File: config.mk
export PLATFORM = sky130hd
export DESIGN_NAME = adcs_sleep_seq
export DESIGN_NICKNAME = d
export VERILOG_FILES = /design/src/rtl/adcs_pkg.sv /design/src/rtl/adcs_clk_toggle.sv /design/src/rtl/adcs_dwell.sv /design/src/rtl/adcs_ctrl.sv /design/src/rtl/adcs_sleep_seq.sv
export SDC_FILE = /design/constraint.sdc
export NUM_CORES = 1
export LEC_CHECK = 0
export ABC_AREA = 1
export CORE_UTILIZATION = 50
export CTS_BUF_LIST = sky130_fd_sc_hd__clkbuf_4 sky130_fd_sc_hd__clkbuf_8
export CTS_CLUSTER_SIZE = 10
export DETAILED_ROUTE_END_ITERATION = 7
export PLACE_DENSITY_LB_ADDON = 0.05
export SLEW_MARGIN = 10
export SYNTH_ARGS = -nofsm -noshare
export SYNTH_HDL_FRONTEND = slang
export SYNTH_HIERARCHICAL = 1
export SYNTH_SLANG_ARGS = --single-unit
export TNS_END_PERCENT = 30
File: constraint.sdc
create_clock -name clk2x -period 3.2 [get_ports clk2x]
set_input_delay 0.48 -clock clk2x [delete_from_list [all_inputs] [get_ports clk2x]]
set_output_delay 0.48 -clock clk2x [all_outputs]
set_load 0.02 [all_outputs]
File: src/rtl/adcs_pkg.sv
// Shared types and helpers for the converter sleep sequencer.
// Assumes all timing is counted in cycles of the double-rate input clock.
package adcs_pkg;

    typedef enum logic [2:0] {
        ST_RECAL  = 3'd0,
        ST_RUN    = 3'd1,
        ST_HALT   = 3'd2,
        ST_OFF    = 3'd3,
        ST_SETTLE = 3'd4,
        ST_ACQ    = 3'd5
    } seq_state_t;

    // Nanoseconds to whole input-clock cycles, rounded up.
    function automatic int unsigned ns_to_cycles(input int unsigned ns,
                                                 input int unsigned khz);
        longint unsigned prod;
        prod = longint'(ns) * longint'(khz);
        return int'((prod + 64'd999999) / 64'd1000000);
    endfunction

endpackage

File: src/rtl/adcs_clk_toggle.sv
// Divide-by-two conversion clock generator.
// The flop toggles while run_en is high. It also completes any high phase
// already in progress, so it always freezes low after a full period.
// Assumes the caller deasserts run_en to request a stop.
module adcs_clk_toggle (
    input  logic clk2x,
    input  logic rst_n,
    input  logic run_en,
    output logic cclk,
    output logic parked
);

    logic cclk_q;

    // Toggle stage: runs on request, or to finish a high phase.
    always_ff @(posedge clk2x) begin
        if (!rst_n) begin
            cclk_q <= 1'b0;
        end else if (run_en || cclk_q) begin
            cclk_q <= ~cclk_q;
        end
    end

    assign cclk   = cclk_q;
    assign parked = !run_en && !cclk_q;

endmodule

File: src/rtl/adcs_dwell.sv
// Dwell counter for the timed sequencer states.
// It counts advancing cycles from zero and flags the last cycle of a
// window of 'limit' cycles. Assumes limit >= 1.
module adcs_dwell #(
    parameter int unsigned CNT_W = 8
) (
    input  logic             clk2x,
    input  logic             rst_n,
    input  logic             clr,
    input  logic             adv,
    input  logic [CNT_W-1:0] limit,
    output logic             done
);

    logic [CNT_W-1:0] cnt_q;

    // Count the cycles spent in the current timed state.
    always_ff @(posedge clk2x) begin
        if (!rst_n) begin
            cnt_q <= '0;
        end else if (clr) begin
            cnt_q <= '0;
        end else if (adv) begin
            cnt_q <= cnt_q + 1'b1;
        end
    end

    assign done = (cnt_q == (limit - 1'b1));

endmodule

File: src/rtl/adcs_ctrl.sv
// Sequencer state machine.
// Order of events: recalibrate -> run -> park the clock -> power down ->
// settle -> finish any busy conversion and acquire -> run.
// Assumes sleep_req and start_req are single-cycle pulses.
module adcs_ctrl
    import adcs_pkg::*;
#(
    parameter int unsigned CNT_W      = 8,
    parameter int unsigned RECAL_CYC  = 8,
    parameter int unsigned ACQ_CYC    = 8,
    parameter int unsigned COARSE_CYC = 11,
    parameter int unsigned FINE_CYC   = 68
) (
    input  logic             clk2x,
    input  logic             rst_n,
    input  logic             sleep_req,
    input  logic             conv_busy,
    input  logic             start_req,
    input  logic             fine_settle,
    input  logic             clk_parked,
    input  logic             dwell_done,
    output logic             dwell_clr,
    output logic             dwell_adv,
    output logic [CNT_W-1:0] dwell_limit,
    output logic             run_en,
    output logic             shdn_n,
    output logic             recal_n,
    output logic             ready
);

    seq_state_t state_q, state_d;
    logic       sleep_pend_q;
    logic       fine_q;
    logic       sleep_want;

    assign sleep_want = sleep_pend_q || sleep_req;

    // Next-state selection.
    always_comb begin
        state_d = state_q;
        case (state_q)
            ST_RECAL:  if (dwell_done) state_d = ST_RUN;
            ST_RUN:    if (sleep_want && !conv_busy) state_d = ST_HALT;
            ST_HALT:   if (clk_parked) state_d = ST_OFF;
            ST_OFF:    if (start_req) state_d = ST_SETTLE;
            ST_SETTLE: if (dwell_done) state_d = ST_ACQ;
            ST_ACQ:    if (dwell_done && !conv_busy) state_d = ST_RUN;
            default:   state_d = ST_RECAL;
        endcase
    end

    // State register.
    always_ff @(posedge clk2x) begin
        if (!rst_n) begin
            state_q <= ST_RECAL;
        end else begin
            state_q <= state_d;
        end
    end

    // Hold a sleep pulse until it is served; drop pulses seen while parked or off.
    always_ff @(posedge clk2x) begin
        if (!rst_n) begin
            sleep_pend_q <= 1'b0;
        end else if (state_q == ST_HALT || state_q == ST_OFF) begin
            sleep_pend_q <= 1'b0;
        end else if (sleep_req) begin
            sleep_pend_q <= 1'b1;
        end
    end

    // Sample the settle-length select while powered down.
    always_ff @(posedge clk2x) begin
        if (!rst_n) begin
            fine_q <= 1'b0;
        end else if (state_q == ST_OFF) begin
            fine_q <= fine_settle;
        end
    end

    // Dwell window for each timed state.
    always_comb begin
        case (state_q)
            ST_RECAL:  dwell_limit = CNT_W'(RECAL_CYC);
            ST_SETTLE: dwell_limit = fine_q ? CNT_W'(FINE_CYC) : CNT_W'(COARSE_CYC);
            ST_ACQ:    dwell_limit = CNT_W'(ACQ_CYC);
            default:   dwell_limit = CNT_W'(RECAL_CYC);
        endcase
    end

    // Restart the dwell on each state change, and hold acquisition at zero while busy.
    assign dwell_clr = (state_d != state_q) || (state_q == ST_ACQ && conv_busy);
    assign dwell_adv = (state_q == ST_RECAL) || (state_q == ST_SETTLE) ||
                       (state_q == ST_ACQ);

    // Output decode from the state register.
    assign run_en  = (state_q == ST_RECAL) || (state_q == ST_RUN) ||
                     (state_q == ST_SETTLE) || (state_q == ST_ACQ);
    assign shdn_n  = (state_q != ST_OFF);
    assign recal_n = (state_q != ST_RECAL);
    assign ready   = (state_q == ST_RUN);

endmodule

File: src/rtl/adcs_sleep_seq.sv
// Top level of the converter clock-gate and sleep sequencer.
// Derives every cycle count from the input clock frequency and the
// requested times, then wires the divider, dwell counter and state machine.
// Assumes clk2x is free running at CLK_KHZ and rst_n is synchronous.
module adcs_sleep_seq
    import adcs_pkg::*;
#(
    parameter int unsigned CLK_KHZ       = 3400,
    parameter int unsigned COARSE_NS     = 3200,
    parameter int unsigned FINE_NS       = 20000,
    parameter int unsigned RECAL_PERIODS = 4,
    parameter int unsigned ACQ_PERIODS   = 4
) (
    input  logic clk2x,
    input  logic rst_n,
    input  logic sleep_req,
    input  logic conv_busy,
    input  logic start_req,
    input  logic fine_settle,
    output logic cclk,
    output logic shdn_n,
    output logic recal_n,
    output logic ready
);

    localparam int unsigned COARSE_CYC = ns_to_cycles(COARSE_NS, CLK_KHZ);
    localparam int unsigned FINE_CYC   = ns_to_cycles(FINE_NS, CLK_KHZ);
    localparam int unsigned RECAL_CYC  = 2 * RECAL_PERIODS;
    localparam int unsigned ACQ_CYC    = 2 * ACQ_PERIODS;
    localparam int unsigned MAX_A      = (COARSE_CYC > FINE_CYC) ? COARSE_CYC : FINE_CYC;
    localparam int unsigned MAX_B      = (RECAL_CYC > ACQ_CYC) ? RECAL_CYC : ACQ_CYC;
    localparam int unsigned MAX_CYC    = (MAX_A > MAX_B) ? MAX_A : MAX_B;
    localparam int unsigned CNT_W      = $clog2(MAX_CYC + 1);

    logic             run_en;
    logic             clk_parked;
    logic             dwell_clr;
    logic             dwell_adv;
    logic             dwell_done;
    logic [CNT_W-1:0] dwell_limit;

    adcs_clk_toggle u_div (
        .clk2x  (clk2x),
        .rst_n  (rst_n),
        .run_en (run_en),
        .cclk   (cclk),
        .parked (clk_parked)
    );

    adcs_dwell #(
        .CNT_W (CNT_W)
    ) u_dwell (
        .clk2x (clk2x),
        .rst_n (rst_n),
        .clr   (dwell_clr),
        .adv   (dwell_adv),
        .limit (dwell_limit),
        .done  (dwell_done)
    );

    adcs_ctrl #(
        .CNT_W      (CNT_W),
        .RECAL_CYC  (RECAL_CYC),
        .ACQ_CYC    (ACQ_CYC),
        .COARSE_CYC (COARSE_CYC),
        .FINE_CYC   (FINE_CYC)
    ) u_ctrl (
        .clk2x       (clk2x),
        .rst_n       (rst_n),
        .sleep_req   (sleep_req),
        .conv_busy   (conv_busy),
        .start_req   (start_req),
        .fine_settle (fine_settle),
        .clk_parked  (clk_parked),
        .dwell_done  (dwell_done),
        .dwell_clr   (dwell_clr),
        .dwell_adv   (dwell_adv),
        .dwell_limit (dwell_limit),
        .run_en      (run_en),
        .shdn_n      (shdn_n),
        .recal_n     (recal_n),
        .ready       (ready)
    );

endmodule

# Yosys cells after proc, flatten, opt, wreduce, memory -nomap -nowiden
# Index checks and enable logic that the tools add are counted.
# totals
regBits	13
input_bits	6
output_inout_bits	4
wordCells	46
# op_classes
addsub	2
eq_ne	8
muxes	9
bitwise	2
n_reduce_logical	20
# op_table
operator	count
$mux W3	6
$pmux W3 S6	1
$mux W7	2
$logic_or A1 B1 Y1	9
$add A7 B1 Y7 const B	1
$eq A7 B7 Y1	1
$sub A7 B1 Y7 const B	1
$eq A3 B2 Y1 const B	2
$eq A3 B3 Y1 const B	2
$logic_and A1 B1 Y1	4
$reduce_or A2 Y1	2
$eq A3 B1 Y1 const B	1
$logic_not A1 Y1	3
$logic_not A3 Y1	1
$ne A3 B2 Y1 const B	1
$ne A3 B3 Y1	1
$reduce_bool A3 Y1	1
$not A1 Y1	2

# Logic depth before layout (Yosys ltp)
# Gate-level depths: netlist (run 1).
# depth
depth_word	11
depth_mapped	25
ltp_nobuf	24

# Hierarchy
# Netlist (run 1), hierarchy kept.
# by_module_without_submodules
module	instances	cells_each	area_per_inst_um2	seq_area_each_um2
adcs_dwell	1	86	538.0	140.1
adcs_ctrl	1	61	369.1	100.1
adcs_clk_toggle	1	6	41.3	20.0

# Worst setup path before layout (run 1)
# OpenSTA, ideal clock, no wires.
# synth_path
path_kind	register to register
start	register u_ctrl.state_q[1]
end	register u_dwell.cnt_q[3]
arrival_ps	2423
setup_slack_ps	652
stages_incl_launch_ff	26
synth_period_minus_slack_ps	2548
cell_sequence	dfxtp_1 inv_2 nand2_2 inv_2 nand2_2 nor2_1 buf_4 inv_1 ha_1 inv_2 nand2_1 nand2_1 nor2_1 nand3_1 nor2_1 nand3_1 nor2_1 nand2_1 nand3_1 nand2_2 o21bai_1 nor2_1 nand3_1 inv_1 nand2_1 nor3_1
# synth_via
elab_chain_cells	11
word_cells_on_any_way	28
# synth_lines
element	line_no	text
start: declaration	adcs_ctrl.sv:31	seq_state_t state_q, state_d;
start signal: assignment	adcs_ctrl.sv:57	state_q <= state_d;
$eq A3 B1 Y1 / $logic_not A3 Y1 (equally long branches)	adcs_ctrl.sv:97	assign run_en = (state_q == ST_RECAL) || (state_q == ST_RUN) ||
$logic_or A1 B1 Y1 (2 in series)	adcs_ctrl.sv:97	
$logic_or A1 B1 Y1 (*)	adcs_ctrl.sv:98	(state_q == ST_SETTLE) || (state_q == ST_ACQ);
via run_en	adcs_sleep_seq.sv:35	logic run_en;
$logic_not A1 Y1 (*)	adcs_clk_toggle.sv:25	assign parked = !run_en && !cclk_q;
$logic_and A1 B1 Y1 (*)	adcs_clk_toggle.sv:25	
$mux W3 (*)	adcs_ctrl.sv:44	ST_HALT: if (clk_parked) state_d = ST_OFF;
$pmux W3 S6 (*)	adcs_ctrl.sv:41	case (state_q)
$ne A3 B3 Y1 (*)	adcs_ctrl.sv:92	assign dwell_clr = (state_d != state_q) || (state_q == ST_ACQ && conv_busy);
$logic_or A1 B1 Y1 (*)	adcs_ctrl.sv:92	
via dwell_clr	adcs_sleep_seq.sv:37	logic dwell_clr;
$reduce_or A2 Y1 (no line) (*)	--	
end signal: assignment	adcs_dwell.sv:24	cnt_q <= cnt_q + 1'b1;
end: declaration	adcs_dwell.sv:15	logic [CNT_W-1:0] cnt_q;
# The timed path passes the listed nets; every way through them passes the cells marked *.
# A chain may end at the register's enable or synchronous reset.

# Worst setup path after layout (run 1)
# Ends and elaborated chain as after synthesis.

==> summary.txt, run 1 <==
Status
  – Outcome: completed

Layout
  – Area used by sequential logic in the layout: 260.3 sq um
  – Multi-input combinational cell area: 551.8 sq um
  – Share of layout cells above drive strength 1: 15.34%
  – Leading cell types in the layout, fill and taps excluded: sky130_fd_sc_hd__nand2_1 (29), sky130_fd_sc_hd__nor2_1 (22), sky130_fd_sc_hd__inv_1 (20)
  – Final Net Count: 172
  – Core occupancy in the finished layout: 61.65%
  – Final non-filler cell area: 1076 sq um
  – Area overhead of the layout relative to synthesis: 13.46%
  – Number of filler cells placed in the layout: 180
  – Number of antenna cells inserted: 0
  – Most common cell after layout, fill and taps aside: sky130_fd_sc_hd__nand2_1

Global routing
  – Wire length of the first global-routing pass: 3222 um
  – Overflow after GRT: 0
  – Vias in the first global route: 808
  – Initial antenna violation count: 0
  – Total global routing track utilization: 22.02%
  – Maximum number of pins on one net before global-route repair: 8

Setup path
  – Critical path launch point type: register
  – Required time of the worst setup path: 3360 ps
  – Max stage delay on crit path: 380 ps
  – Biggest fanout along the worst timing path: 7
  – Slowest library cell on the worst path: sky130_fd_sc_hd__dfxtp_1
  – Most used cell along the critical path: sky130_fd_sc_hd__nor2_1
  – Data arrival at the endpoint of the critical path: 3070 ps
  – Crit-path cells: inv_2 > nand2_2 > inv_2 > nand2_2 > nor2_1 > inv_2 > ha_1 > nand2_1 > nand2_1 > nor2_1 > nand3_1 > nor2_1 > nand3_1 > nor2_1 > nand2_1 > nand3_1 > nand2_2 > o21bai_1 > nor2_1 > nand3_1 > inv_1 > nand2_2 > nor3_1
  – Critical path capture point type: register
  – Worst Setup Path Type: reg2reg

Detailed routing
  – Drt pass-1 iters: 4
  – Iter 0 DRT Violations: 34
  – Average vias per placed instance: 4.867
  – Post-Route WL: 1952 um
  – Remaining antenna violation count after routing: 0
  – Drc violations: 0
  – Total number of vias: 915
  – Wire length per cell: 10.38 um

Floorplan
  – Die area: 2075 sq um
  – Ports: 10
  – Height of the die: 45.55 um
  – Row count: 15
  – Die outline width: 45.55 um
  – Starting density of the core: 54.34%
  – Core Box Area: 1745 sq um

Placement
  – Last weighted congestion value of the routability-driven placer: 0.8597
  – Total half-perimeter wirelength after legalization and detailed placement: 1535 um
  – Number of port buffers: 9
  – Post-placement cell area: 1044 sq um

Timing
  – Post-route clock period utilization: 90.95%
  – Minimum clock period: 2910 ps
  – Setup tns final: 0 ps
  – Setup repair after global routing missed its margin: false
  – Final hold violation count: 0
  – Count of final max-slew check failures: 0
  – Setup violation total in the final timing report: 0
  – Fmax: 343.6 MHz
  – Setup skew after layout: 13.04 ps

CTS
  – Clock Latency Late Sink: 280 ps
  – # Post-CTS Setup Buffers: 0
  – Root Driver: sky130_fd_sc_hd__clkbuf_4
  – Number of buffers added by the clock tree synthesis step: 3
  – Clock sink count: 13
  – Clock input transition at the sequential cells of the worst setup and hold paths: 90 ps
  – TritonCTS clock tree: built
  – Maximum level of the CTS H-tree: 1
  – Hold buffer count at cts: 0
  – Number of gates given a new drive strength after cts: 0
  – Worst-case clock buffer depth: 2

Power and ir drop
  – Total power draw: 0.0003190 W
  – Maximum vdd drop: 0.2164 mV
  – Lkg Pwr: 0.4753 nW
  – Power per unit of standard cell area: 296.5 nW/um^2

Logic synthesis
  – Average size of a mapped cell: 6.199 sq um
  – Summed instance area of the synthesized netlist: 948.4 sq um
  – Sequential fraction of the synthesis area: 27.44%
  – Ys Warns: 6
  – Post-synthesis cell count: 153
  – Unique masters post-synth: 26
  – Number of synthesized register bits: 13

Min path
  – Hold Crit Class: reg2reg

Job
  – Reported max-cap violation count: 0
## where the power goes
group | switching, W | total, W | internal (W)
clock network | 0.0000551 | 0.000112 | 0.0000568
registers | 0.00000493 | 0.000172 | 0.000167
logic | 0.0000188 | 0.0000352 | 0.0000163
total | 0.0000788 | 0.000319 | 0.000240
## cell usage after synthesis, drive strengths merged
cell type / count / area, sq um
a211oi: 1 / 7.510
a21oi: 6 / 30.03
a31oi: 1 / 6.260
buf: 4 / 30.03
clkinv: 3 / 11.26
conb: 1 / 3.750
dfxtp: 13 / 260.3
ha: 2 / 25.02
inv: 27 / 101.4
nand2: 33 / 131.4
nand3: 16 / 90.09
nand3b: 1 / 7.510
nor2: 27 / 113.9
nor3: 5 / 35.03
nor3b: 4 / 35.03
o21ai: 4 / 20.02
o21bai: 1 / 7.510
or2: 1 / 6.260
xnor2: 3 / 26.28
## state kept, by name (all words and copies together), names as in the netlist
signal               count
u_ctrl/fine_q            1
u_div/cclk               1
u_ctrl/state_q           3
u_dwell/cnt_q            7
u_ctrl/sleep_pend_q      1
## logic make-up (layout without fill, tap and decap cells)
kind of cell	Yosys count	in the layout	share of synthesized area, %
and+or+nand+nor	87	87	44.20
buffers and inverters	34	43	15.04
AOI/OAI and AO/OA	13	13	7.521
DFF	13	13	27.44
xor gates and xnor gates	3	3	2.771
adders and majority gates	2	2	2.638
other	1	2	0.3954
## metal layers
layer | global-route usage, % | share of wire, % | vias to the layer above
met1 | 25.06 | 45 | 402
met5 | 0 | 0 | -
li1 | - | - | 490
met3 | 4.762 | 2.9 | 6
met2 | 37.43 | 49 | 17
met4 | 12.73 | 2.5 | 0
## final cells by class
cell class / count / share of cell area [%]
Clock buffer: 4 / 2.791
Inverter: 30 / 10.47
Multi-Input combinational cell: 107 / 51.28
Sequential cell: 13 / 24.19
Tap cell: 25 / 2.907
Timing Repair Buffer: 9 / 8.372
## final timing paths
path / end / start / slack (ps) / depth (start not counted)
worst min register to register: u_ctrl/fine_q / u_ctrl/fine_q / 480 / 2
worst max register to register: u_dwell/cnt_q[3] / u_ctrl/state_q[1] / 290 / 23
worst max-delay path: u_dwell/cnt_q[3] / u_ctrl/state_q[1] / 290 / 23
worst min-delay path: u_ctrl/fine_q / u_ctrl/fine_q / 480 / 2
## worst max-delay path: cells and delay by family (launching register included)
family          cells  cell delay, ps
compound gates      1             120
fa+ha+maj           1             340
buf+inv             4             330
flops               1             380
simple gates       17            1640
## stage by stage
stage               hold slack, ps  std cells  setup WS, ps
detailed placement           465.4        184         283.5
finish                       479.3        188         289.6
floorplan                    436.6        154         651.6
global placement             466.4        184         423.0
CTS                          479.2        188         203.1
global route                 513.7        188         56.14
(Power assumes the default switching activity.)
==> inputs of run 2 (changes only) <==
Settings changed: CORE_MARGIN set to 4, RECOVER_POWER set to 100.
==> summary.txt, run 2 (synthesis results as in run 1) <==
Timing
  – Setup repair after global routing missed its margin: false
  – Setup violation total in the final timing report: 0 (unchanged)
  – Count of final max-slew check failures: 0 (unchanged)
  – Post-route clock period utilization: 89.12% (-1.8 points)
  – Setup skew after layout: 9.587 ps (-3.448 ps)
  – Fmax: 350.6 MHz (+2.1%)
  – Minimum clock period: 2852 ps (-58.47 ps)
  – Setup tns final: 0 ps (unchanged)
  – Final hold violation count: 0 (unchanged)
  – Final worst slack: 348.1 ps (+58.47 ps)

Detailed routing
  – Average vias per placed instance: 4.968 (+2.1%)
  – Drt pass-1 iters: 4 (unchanged)
  – Post-Route WL: 1975 um (+1.2%)
  – Drc violations: 0 (unchanged)
  – Iter 0 DRT Violations: 35 (+2.9%)
  – Wire length per cell: 10.51 um (+1.2%)
  – Remaining antenna violation count after routing: 0 (unchanged)
  – Total number of vias: 934 (+2.1%)

Layout
  – Leading cell types in the layout, fill and taps excluded: sky130_fd_sc_hd__nand2_1 (30), sky130_fd_sc_hd__inv_1 (21), sky130_fd_sc_hd__nor2_1 (21)
  – Largest registers in the final layout: u_dwell/cnt_q x7, u_ctrl/state_q x3
  – Final cell count without fillers: 188 (unchanged)
  – Number of flip-flops under the largest register name: 7 (unchanged)
  – Largest register by flop count: u_dwell/cnt_q
  – Final Net Count: 172 (unchanged)
  – Number of antenna cells inserted: 0 (unchanged)
  – Share of layout cells above drive strength 1: 13.50% (-1.8 points)
  – Final non-filler cell area: 1071 sq um (-0.46%)
  – Area overhead of the layout relative to synthesis: 12.93%
  – Most common cell after layout, fill and taps aside: sky130_fd_sc_hd__nand2_1

Floorplan
  – Die outline width: 51.55 um (+13%)
  – Row count: 15 (unchanged)
  – Die area: 2657 sq um (+28%)
  – Core Box Area: 1764 sq um (+1.1%)
  – Ports: 10 (unchanged)
  – Starting density of the core: 53.76% (-0.58 points)
  – Height of the die: 51.55 um (+13%)

Power and ir drop
  – Maximum vdd drop: 0.2408 mV (+11%)
  – Sw frac: 25.14% (+0.43 points)
  – Sequential power share: 53.9% (about the same)
  – Comb power frac: 10.9% (about the same)
  – Design internal power: 0.0002394 W (-0.32%)
  – Clock network power share: 35.2% (about the same)
  – Power per unit of standard cell area: 298.6 nW/um^2 (+0.72%)
  – Switching power: 0.00008040 W (+2.0%)
  – Lkg Pwr: 0.4777 nW (+0.50%)

Placement
  – Last weighted congestion value of the routability-driven placer: 0.8699 (+1.2%)
  – Total half-perimeter wirelength after legalization and detailed placement: 1579 um (+2.8%)
  – Post-Place Setup Slack: 360.8 ps (+77.30 ps)
  – Post-placement cell area: 1044 sq um (unchanged)
  – Number of port buffers: 9 (unchanged)
  – Placed Cells: 184 (unchanged)

Global routing
  – Maximum number of pins on one net before global-route repair: 8 (unchanged)
  – Overflow after GRT: 0 (unchanged)
  – Initial antenna violation count: 0 (unchanged)
  – Wire length of the first global-routing pass: 3477 um (+7.9%)
  – Vias in the first global route: 842 (+4.2%)
  – Total global routing track utilization: 17.44% (-4.6 points)

CTS
  – Clock Latency Late Sink: 290 ps (about the same)
  – Root Driver: sky130_fd_sc_hd__clkbuf_4
  – Worst-case clock buffer depth: 2 (unchanged)
  – Hold buffer count at cts: 0 (unchanged)
  – Number of buffers added by the clock tree synthesis step: 3 (unchanged)
  – Clock sink count: 13 (unchanged)
  – # Post-CTS Setup Buffers: 0 (unchanged)
  – Number of gates given a new drive strength after cts: 0 (unchanged)
  – TritonCTS clock tree: built
  – Maximum level of the CTS H-tree: 1 (unchanged)
  – Clock input transition at the sequential cells of the worst setup and hold paths: 80 ps (about the same)

Setup path
  – Critical path capture point type: register
  – Reg2Reg Setup Slack: 350 ps (+60 ps)
  – Data arrival at the endpoint of the critical path: 3010 ps (-60 ps)
  – Required time of the worst setup path: 3360 ps (about the same)
  – Worst Setup Path Type: reg2reg
  – Critical path launch point type: register
  – Biggest fanout along the worst timing path: 7 (unchanged)

Job
  – Reported max-cap violation count: 0 (unchanged)

Min path
  – Hold Crit Class: reg2reg

Status
  – Outcome: completed
run 2: cell count changes in the layout (fill, tap and decap cells not counted), sizes merged:
cell,delta
inv,-1
dlygate4sd3,+6
clkinv,+1
clkdlybuf4s50,-6
run 2: area by class of cell:
type,instances,area (sq um)
multi-input cells,107,546.8
fillers,180,693.2
inverters,30,112.6
flip-flops and latches,13,260.3
clock buffers,4,30.03
well taps,25,31.28
repair buffers,9,90.09
run 2: worst paths after layout:
| kind | start | endpoint | cells after the start |
|---|---|---|---|
| setup / recovery | u_ctrl/state_q[1] | u_dwell/cnt_q[3] | 24 |
| hold / removal | u_ctrl/fine_q | u_ctrl/fine_q | 2 |
| setup reg to reg | u_ctrl/state_q[1] | u_dwell/cnt_q[3] | 24 |
| hold reg to reg | u_ctrl/fine_q | u_ctrl/fine_q | 2 |
run 2: worst max-delay path, cell delays in order, from the launching register on:
cell and delay (ps):
sky130_fd_sc_hd__dfxtp_1 380, sky130_fd_sc_hd__inv_2 110, sky130_fd_sc_hd__nand2_2 60, sky130_fd_sc_hd__inv_2 70, sky130_fd_sc_hd__nand2_2 70, sky130_fd_sc_hd__nor2_2 150, sky130_fd_sc_hd__inv_1 110, sky130_fd_sc_hd__ha_1 330
sky130_fd_sc_hd__clkinv_1 60, sky130_fd_sc_hd__nand2_1 60, sky130_fd_sc_hd__nand2_1 50, sky130_fd_sc_hd__nor2_1 100, sky130_fd_sc_hd__nand3_1 70, sky130_fd_sc_hd__nor2_1 100, sky130_fd_sc_hd__nand3_1 80, sky130_fd_sc_hd__nor2_1 130
sky130_fd_sc_hd__nand2_1 70, sky130_fd_sc_hd__nand3_1 100, sky130_fd_sc_hd__nand2_2 60, sky130_fd_sc_hd__o21bai_1 130, sky130_fd_sc_hd__nor2_1 50, sky130_fd_sc_hd__nand3_1 70, sky130_fd_sc_hd__inv_1 40, sky130_fd_sc_hd__nand2_1 190
sky130_fd_sc_hd__nor3_1 100
run 2: power by group through the flow:
stage | sequential, W | clock, W | combinational [W]
2_1_floorplan | 0.000176 | 0 | 0.0000224
3_3_place_gp | 0.000176 | 0 | 0.0000337
3_5_place_dp | 0.000176 | 0 | 0.0000352
4_1_cts | 0.000172 | 0.000117 | 0.0000354
5_1_grt | 0.000174 | 0.000127 | 0.0000395
6_report | 0.000173 | 0.000113 | 0.0000348
run 2: per-stage QoR:
stage                     hold slack [ps]  util [%]  power [W]
after CTS                           472.0     60.85  0.0003251
after floorplan                     436.6         -  0.0001984
after global routing                497.5     60.71  0.0003401
after detailed placement            459.3     59.15  0.0002114
final                               480.1     60.71  0.0003198
after global placement              456.2     59.15  0.0002097
run 2: metal layers:
layer | global-route usage [%] | wire length [um] | vias up
met4 | 8.297 | 31 | 0
met3 | 3.725 | 83 | 4
met5 | 0 | 0 | -
met1 | 23.72 | 1019 | 414
li1 | - | - | 493
met2 | 26.06 | 841 | 23
==> inputs of run 3 (changes only) <==
Settings changed: CTS_BUF_LIST sky130_fd_sc_hd__clkbuf_4 sky130_fd_sc_hd__clkbuf_8 to unset.
==> summary.txt, run 3 (synthesis results as in run 1) <==
Status
  – Outcome: completed

Layout
  – Leading cell types in the layout, fill and taps excluded: sky130_fd_sc_hd__nand2_1 (30), sky130_fd_sc_hd__inv_1 (21), sky130_fd_sc_hd__nor2_1 (21)
  – Share of layout cells above drive strength 1: 12.88% (-0.61 points)
  – Largest registers in the final layout: u_dwell/cnt_q x7, u_ctrl/state_q x3
  – Final Net Count: 172 (unchanged)
  – Final non-filler cell area: 1067 sq um (-0.35%)
  – Most common cell after layout, fill and taps aside: sky130_fd_sc_hd__nand2_1
  – Area overhead of the layout relative to synthesis: 12.53%
  – Largest register by flop count: u_dwell/cnt_q
  – Number of antenna cells inserted: 0 (unchanged)
  – Number of flip-flops under the largest register name: 7 (unchanged)

Floorplan
  – Row count: 15 (unchanged)
  – Die area: 2657 sq um (unchanged)
  – Die outline width: 51.55 um (unchanged)
  – Height of the die: 51.55 um (unchanged)
  – Starting density of the core: 53.76% (unchanged)
  – Ports: 10 (unchanged)
  – Core Box Area: 1764 sq um (unchanged)

CTS
  – Clock input transition at the sequential cells of the worst setup and hold paths: 80 ps (about the same)
  – Clock sink count: 13 (unchanged)
  – Maximum level of the CTS H-tree: 1 (unchanged)
  – TritonCTS clock tree: built
  – # Post-CTS Setup Buffers: 0 (unchanged)
  – Clock Latency Late Sink: 290 ps (about the same)
  – Root Driver: sky130_fd_sc_hd__clkbuf_4
  – Worst-case clock buffer depth: 2 (unchanged)
  – Number of buffers added by the clock tree synthesis step: 3 (unchanged)

Setup path
  – Launching point of the worst reg2reg path: u_ctrl/state_q[1]
  – Required time of the worst setup path: 3370 ps (about the same)
  – Critical path launch point type: register
  – Crit-path cells: inv_2 > nand2_2 > inv_2 > nand2_2 > nor2_2 > inv_1 > ha_1 > clkinv_1 > nand2_1 > nand2_1 > nor2_1 > nand3_1 > nor2_1 > nand3_1 > nor2_1 > nand2_1 > nand3_1 > nand2_2 > o21bai_1 > nor2_1 > nand3_1 > inv_1 > nand2_1 > nor3_1
  – Data arrival at the endpoint of the critical path: 3010 ps (about the same)
  – Reg2Reg Setup Slack: 350 ps (about the same)
  – Worst Setup Path Type: reg2reg
  – Reg-to-reg endpoint: u_dwell/cnt_q[3]
  – Max stage delay on crit path: 370 ps (about the same)
  – Length in cells of the worst reg-to-reg path: 24 (unchanged)
  – Critical path capture point type: register
  – Biggest fanout along the worst timing path: 7 (unchanged)
  – Slowest library cell on the worst path: sky130_fd_sc_hd__dfxtp_1

Detailed routing
  – Wire length per cell: 10.66 um (+1.5%)
  – Remaining antenna violation count after routing: 0 (unchanged)
  – Post-Route WL: 2005 um (+1.5%)
  – Drc violations: 0 (unchanged)
  – Iter 0 DRT Violations: 29 (-17%)
  – Average vias per placed instance: 4.968 (unchanged)
  – Drt pass-1 iters: 4 (unchanged)
  – Total number of vias: 934 (unchanged)

Placement
  – Total half-perimeter wirelength after legalization and detailed placement: 1579 um (unchanged)
  – Post-Place Setup Slack: 360.8 ps (unchanged)
  – Number of port buffers: 9 (unchanged)
  – Last weighted congestion value of the routability-driven placer: 0.8699 (unchanged)
  – Post-placement cell area: 1044 sq um (unchanged)

Timing
  – Setup tns final: 0 ps (unchanged)
  – Setup skew after layout: 4.942 ps (-4.645 ps)
  – Final worst slack: 351.8 ps (+3.674 ps)
  – Fmax: 351.1 MHz (+0.13%)
  – Setup violation total in the final timing report: 0 (unchanged)
  – Post-route clock period utilization: 89.01% (-0.11 points)
  – Setup repair after global routing missed its margin: false
  – Final hold violation count: 0 (unchanged)
  – Minimum clock period: 2848 ps (-3.674 ps)
  – Count of final max-slew check failures: 0 (unchanged)

Min path
  – Hold depth: 2 (unchanged)
  – Hold Crit Class: reg2reg
  – Critical hold path startpoint: u_ctrl/fine_q
  – Worst hold path endpoint: u_ctrl/fine_q

Global routing
  – Vias in the first global route: 850 (+0.95%)
  – Overflow after GRT: 0 (unchanged)
  – Total global routing track utilization: 17.68% (+0.24 points)
  – Wire length of the first global-routing pass: 3532 um (+1.6%)
  – Maximum number of pins on one net before global-route repair: 8 (unchanged)
  – Initial antenna violation count: 0 (unchanged)

Power and ir drop
  – Power per unit of standard cell area: 291.4 nW/um^2 (-2.4%)
  – Total power draw: 0.0003110 W (-2.8%)
  – Maximum vdd drop: 0.2206 mV (-8.4%)
  – Lkg Pwr: 0.4743 nW (-0.72%)

Job
  – Reported max-cap violation count: 0 (unchanged)
==> run 3: what timing repair did <==
| action | 4_1_cts | 5_1_grt |
|---|---|---|
| setup endpoints to repair | 0 | 4 |
| resized for setup | 0 | 1 |
| hold buffers | 0 | 0 |
==> run 3: cell type report <==
class,instances,area [sq um]
clock buffer,4,26.28
tap,25,31.28
multi-input combinational,107,546.8
sequential,13,260.3
fill,182,696.9
inverter,30,112.6
timing repair buffer,9,90.09
==> run 3: worst max path at each step <==
stage | startpoint | endpoint | cells past startpoint
after floorplan | u_ctrl/state_q[1] | u_dwell/cnt_q[3] | 25
after global placement | u_ctrl/state_q[1] | u_dwell/cnt_q[3] | 23
after detailed placement | u_ctrl/state_q[1] | u_dwell/cnt_q[3] | 23
after CTS | u_ctrl/state_q[1] | u_dwell/cnt_q[3] | 23
after global routing | u_ctrl/state_q[1] | u_dwell/cnt_q[3] | 24
final | u_ctrl/state_q[1] | u_dwell/cnt_q[3] | 24
==> run 3: worst max-delay path, delay by kind of cell, from the launching register on <==
family,cells,cell delay (ps)
AND/OR/NAND/NOR,17,1520
buffers and inverters,5,390
flip-flops,1,370
adder cells (fa/ha/maj),1,320
AO/OA/AOI/OAI,1,130
==> run 3: layer usage <==
layer / wire length [um] / vias up / global-route usage (%)
met5: 0 / - / 0
met4: 38 / 0 / 8.297
met3: 55 / 5 / 3.725
met2: 875 / 15 / 26.48
met1: 1037 / 422 / 24.07
li1: - / 492 / -
==> run 3: power breakdown <==
part	internal, W	switching (W)	total (W)
combinational	0.0000154	0.0000196	0.0000350
sequential	0.000167	0.00000546	0.000173
clock	0.0000485	0.0000549	0.000103
==> run 3: through the flow <==
| stage | hold WS (ps) | util [%] | cells |
|---|---|---|---|
| after floorplan | 436.6 | - | 154 |
| after global placement | 456.2 | 59.15 | 184 |
| after detailed placement | 459.3 | 59.15 | 184 |
| after CTS | 471.5 | 60.64 | 188 |
| after global routing | 496.6 | 60.50 | 188 |
| final | 479.4 | 60.50 | 188 |
